<file path="config.mk">
export PLATFORM = sky130hd
export DESIGN_NAME = iw_down_timer
export DESIGN_NICKNAME = d
export VERILOG_FILES = /design/src/rtl/iw_down_timer.sv
export SDC_FILE = /design/constraint.sdc
export NUM_CORES = 1
export LEC_CHECK = 0
export ABC_AREA = 0
export BUFFER_PORTS_ARGS = -buffer_cell sky130_fd_sc_hd__buf_2
export CELL_PAD_IN_SITES_DETAIL_PLACEMENT = 1
export CELL_PAD_IN_SITES_GLOBAL_PLACEMENT = 2
export CORE_MARGIN = 4
export CORE_UTILIZATION = 25
export DETAILED_ROUTE_END_ITERATION = 7
export GPL_ROUTABILITY_DRIVEN = 0
export PLACE_DENSITY_LB_ADDON = 0.1
export SETUP_SLACK_MARGIN = 0.1
export SLEW_MARGIN = 20
export SYNTH_ARGS = -nofsm -noshare
export SYNTH_HDL_FRONTEND = slang
export SYNTH_SLANG_ARGS = --single-unit
export TNS_END_PERCENT = 30
</file>
<file path="constraint.sdc">
create_clock -name clk -period 3.7 [get_ports clk]
set_clock_uncertainty 0.2 [all_clocks]
set_input_delay 0.37 -clock clk [delete_from_list [all_inputs] [get_ports clk]]
set_output_delay 0.37 -clock clk [all_outputs]
set_load 0.02 [all_outputs]
</file>
<file path="src/rtl/iw_down_timer.sv">
module iw_down_timer #(
    parameter int CW = 16
) (
    input  logic          clk,
    input  logic          rst_n,
    input  logic          load,
    input  logic [CW-1:0] load_val,
    input  logic          tick,
    input  logic          latch,
    output logic [CW-1:0] cnt_lat,
    output logic          under
);
    logic [CW-1:0] cnt;

    always_ff @(posedge clk) begin
        if (!rst_n) begin
            cnt   <= '0;
            under <= 1'b0;
        end else if (load) begin
            cnt   <= load_val;
            under <= 1'b0;
        end else if (tick) begin
            if (cnt == '0) begin
                under <= 1'b1;
            end else begin
                cnt <= cnt - 1'b1;
            end
        end
    end

    always_ff @(posedge clk) begin
        if (!rst_n) begin
            cnt_lat <= '0;
        end else if (latch) begin
            cnt_lat <= cnt;
        end
    end

    AST_COUNT_STEP: assert property (@(posedge clk) disable iff (!rst_n)
        !load |=> (cnt == $past(cnt) || cnt == $past(cnt) - 1'b1)) else $error("count jump");
    AST_LATCH_HOLD: assert property (@(posedge clk) disable iff (!rst_n)
        !latch |=> $stable(cnt_lat)) else $error("latched value moved");
endmodule

</file>
* Yosys cells after proc, flatten, opt, wreduce, memory -nomap -nowiden
Cells that the tools add are included.
** Storage, ports and cells
- Register bits after elaboration :: 33
- Input port bits :: 21
- Output and inout bits :: 17
- Word-level logic and storage cells :: 14
** Operators by class
- $add $sub $neg :: 1
- Eq/ne operators :: 1
- Muxes and demuxes :: 3
- Bitwise logic cells :: 1
- Reductions and logical operators :: 5
** Operators by type and width (count)
- $mux 16 :: 3
- $logic_not 16->1 :: 1
- $sub 16x1->16 const B :: 1
- $reduce_and 2->1 :: 2
- $ne 2x2->1 const B :: 1
- $reduce_bool 2->1 :: 1
- $reduce_or 2->1 :: 1
- $not 1->1 :: 1

* Longest topological paths before layout
- Depth after elaboration :: 4
- Mapped depth :: 8
- Gate-level depth less buffers :: 7

* Worst setup path after synthesis
OpenSTA, ideal clock, no wires.
- Path type :: register -> register
- Start point :: reg cnt[0]
- End point :: reg cnt[14]
- Arrival :: 1800 ps
- Data required time :: 3370 ps
- Setup slack :: 1570 ps
- Stages on the path, launching flop included :: 9
- Cell sequence :: dfxtp_1 -> inv_1 -> ha_1 -> or3b_2 -> nor4b_4 -> buf_4 -> nand3_1 -> mux2i_1 -> a21oi_1
** On the way
- Cells in the longest elaborated chain, start to end :: 4
** RTL lines
- from (decl) :: RTL line 13 : logic [CW-1:0] cnt;
- from (signal assigned) :: RTL line 20 : cnt <= load_val;
- from (signal assigned) :: RTL line 26 : cnt <= cnt - 1'b1;
- $sub 16x1->16 :: RTL line 26
- $mux 16 :: RTL line 23 : if (cnt == '0) begin
- $mux 16 :: RTL line 22 : end else if (tick) begin
- $mux 16 :: RTL line 19 : end else if (load) begin
Parallel ways exist; a longest one is shown, timed or not. The select of a mux whose other input is x is not followed.
A chain may end at the register's enable or synchronous reset.

* Worst setup path after layout
- Start point :: reg cnt[0]
- End point :: reg cnt[9]
The elaborated chain is that of the path after synthesis.

==> impl_metrics.ini <==
[run_status]
status = finished clean

[setup_path]
slowest_stage = nor4b_4
path_max_fanout = 12
path_class = reg -> reg
worst-r2r-setup-slack_ns = 1.02
crit_path_end_kind = flop
path_cells = inv_1 -> ha_1 -> or3b_2 -> nor4b_4 -> a2111oi_0 -> xnor2_1 -> a21oi_1
slowest_delay_ns = 0.65
arrival_ns = 2.61
start_kind = flop
worstPathRequired_ns = 3.63

[synth]
synth_compound_area_frac = 0.1487
synth_area_sq_um = 1565
yosysTopAreaCellShare = 0.4221
ys.flop_type = dfxtp_1
synthSimpleGateAreaFrac = 0.1878
synth_common_cells = dfxtp_1, a21oi_1, mux2i_1
async_reset_ff_frac = 0
yosysMostFrequentCell = dfxtp_1
muxShareOfSynthArea = 0.1247
yosysSeqAreaShare = 0.4221
yosysWarnings = 0
synth_edf_count = 0
synth_top_family_by_area = simple AND/OR/NAND/NOR gates
syn_nets = 190
avgSynthCellArea_sq_um = 9.317
synthTopCellsByArea = dfxtp_1, mux2i_1, xnor2_1
synth_top_cell_by_area = dfxtp_1
netlist_instances = 168
synth_xor_xnor_area_share = 0.07274
yosys.area_share.adder = 0.007994
synth_seq_cells = 33
synth_cell_types = 31

[timing]
min_period_ns = 2.681
worst_pin_slew_ns = 0.8542
setup_violations = 0
fmax_mhz = 372.9
hold_violations = 0
period_share = 0.7247
max-slew-margin-rel = 0.4299
finalMaxSlewViolations = 0
rsz0062_at_grt = false
final.setup.tns_ns = 0

[routing]
drt_first_pass_iters = 4
vias_per_cell = 4.671
drt_iter0_markers = 31
vias = 1294
wl_um = 3966
wire_per_inst_um = 14.32
antenna_left = 0
drc_errors = 0

[floorplanning]
die-area_sq_um = 7591
rows = 28
die_h_um = 87.13
ioPinCount = 38
initial_core_util = 0.2613
core_area_sq_um = 5991
die_x_um = 87.13

[clock_tree]
cts_sinks = 33
post_cts_buffers = 0
postCtsHoldBufs = 0
h-tree-depth = 2
cts.repair.resized = 0
clk_path_buf_depth = 2
clk_pin_slew_worst_paths_ns = 0.07
cts_buffers = 5
cts_tree = done
root_buffer = clkbuf_8
clock_latency_ns = 0.28

[pwr]
leakage_uw = 0.0007822
power_density_nw_per_um2 = 427.6
power.total_uw = 803.5
vdd_drop_max_uv = 123.1

[place]
io_buffers = 37
dp_hpwl_um = 2823
placed_area_sq_um = 1799

[global_routing]
grt_max_degree = 34
grt_pass1_vias = 1445
grt-ovfl-total = 0
grt_antenna_before_repair = 0
grt_pass1_wl_um = 6817
track_usage = 0.1131

[worst_hold_path]
hold_path_class = in -> reg

[layout]
fillerInstances = 717
multiInputGateArea_sq_um = 848.3
finalNetCount = 223
synthToLayoutAreaGrowth_pct = 20.06
stdcell_area_sq_um = 1879
drive_above_1_share = 0.2376
diodes = 0
seq_area_sq_um = 660.6

[flow_run]
drv_cap = 0
## cells in the final DEF, fill, tap and decap left out, types with 2 or more instances in the layout
master / netlist / layout
a21oi_1: 21 / 21
buf_2: 0 / 37
clkbuf_1: 10 / 3
clkbuf_8: 0 / 5
dfxtp_1: 33 / 33
inv_1: 3 / 3
mux2i_1: 18 / 18
nand2_1: 3 / 3
nand3_1: 4 / 4
nor2_1: 4 / 4
nor2b_1: 17 / 17
nor3_1: 4 / 4
nor3b_1: 2 / 2
nor4_1: 3 / 3
o21ai_0: 15 / 15
or3_1: 2 / 2
xnor2_1: 13 / 13
## flip-flops by register name (all words and copies together) (netlist names)
| name | cells |
|---|---|
| cnt | 16 |
| under | 1 |
| cnt_lat | 16 |
## final cells by class
| cell class | count | share of cell area |
|---|---|---|
| Multi-Input combinational cell | 121 | 0.4514 |
| Sequential cell | 33 | 0.3515 |
| Timing Repair Buffer | 37 | 0.09854 |
| Tap cell | 75 | 0.04993 |
| Clock buffer | 8 | 0.04261 |
| Inverter | 3 | 0.005992 |
## routing by layer
layer  track usage  routed length (um)  vias up  share of wire
met5             0                   0        -              0
met4       0.04603                  61        0          0.015
met3       0.02554                 168        6          0.042
met2        0.1891                1907       24           0.48
met1        0.1399                1829      607           0.46
li1              -                   -      657              -
## critical path: cells and delay by family (launching register included)
kind            cells  cell delay, ns
simple gates        2            1.14
fa+ha+maj           1            0.20
flops               1            0.33
compound gates      2            0.35
buf+inv             1            0.10
xor+xnor            1            0.20
## worst paths after layout
| kind | startpoint | to | cells after the start |
|---|---|---|---|
| max | cnt[0] | cnt[9] | 7 |
| min | load | under | 2 |
| max reg2reg | cnt[0] | cnt[9] | 7 |
| min reg2reg | cnt_lat[3] | cnt_lat[3] | 2 |
## kinds of logic (layout without fill, tap and decap cells)
| group | count (synthesis) | count (layout) |
|---|---|---|
| simple gates | 46 | 46 |
| compound gates | 42 | 42 |
| flops | 33 | 33 |
| mux | 19 | 19 |
| buf+inv | 14 | 48 |
| xor+xnor | 13 | 13 |
| fa+ha+maj | 1 | 1 |
## power breakdown
group / total [uW] / leakage, uW / switching [uW] / internal (uW)
clock: 258 / 0.0000395 / 125 / 134
sequential: 402 / 0.000272 / 23.9 / 379
combinational: 143 / 0.000471 / 77.8 / 65.1
total: 804 / 0.000782 / 226 / 577
## metrics by stage
step	setup slack, ns	instances	utilization	hold WS [ns]
2_1_floorplan	1.570	168	-	0.2461
3_3_place_gp	1.209	269	0.3003	0.2900
3_5_place_dp	1.039	269	0.3003	0.3051
4_1_cts	1.023	277	0.3137	0.08037
5_1_grt	0.8537	277	0.3137	0.09836
6_report	1.019	277	0.3137	0.09093
Note: power is estimated with default switching activity, not from simulation.
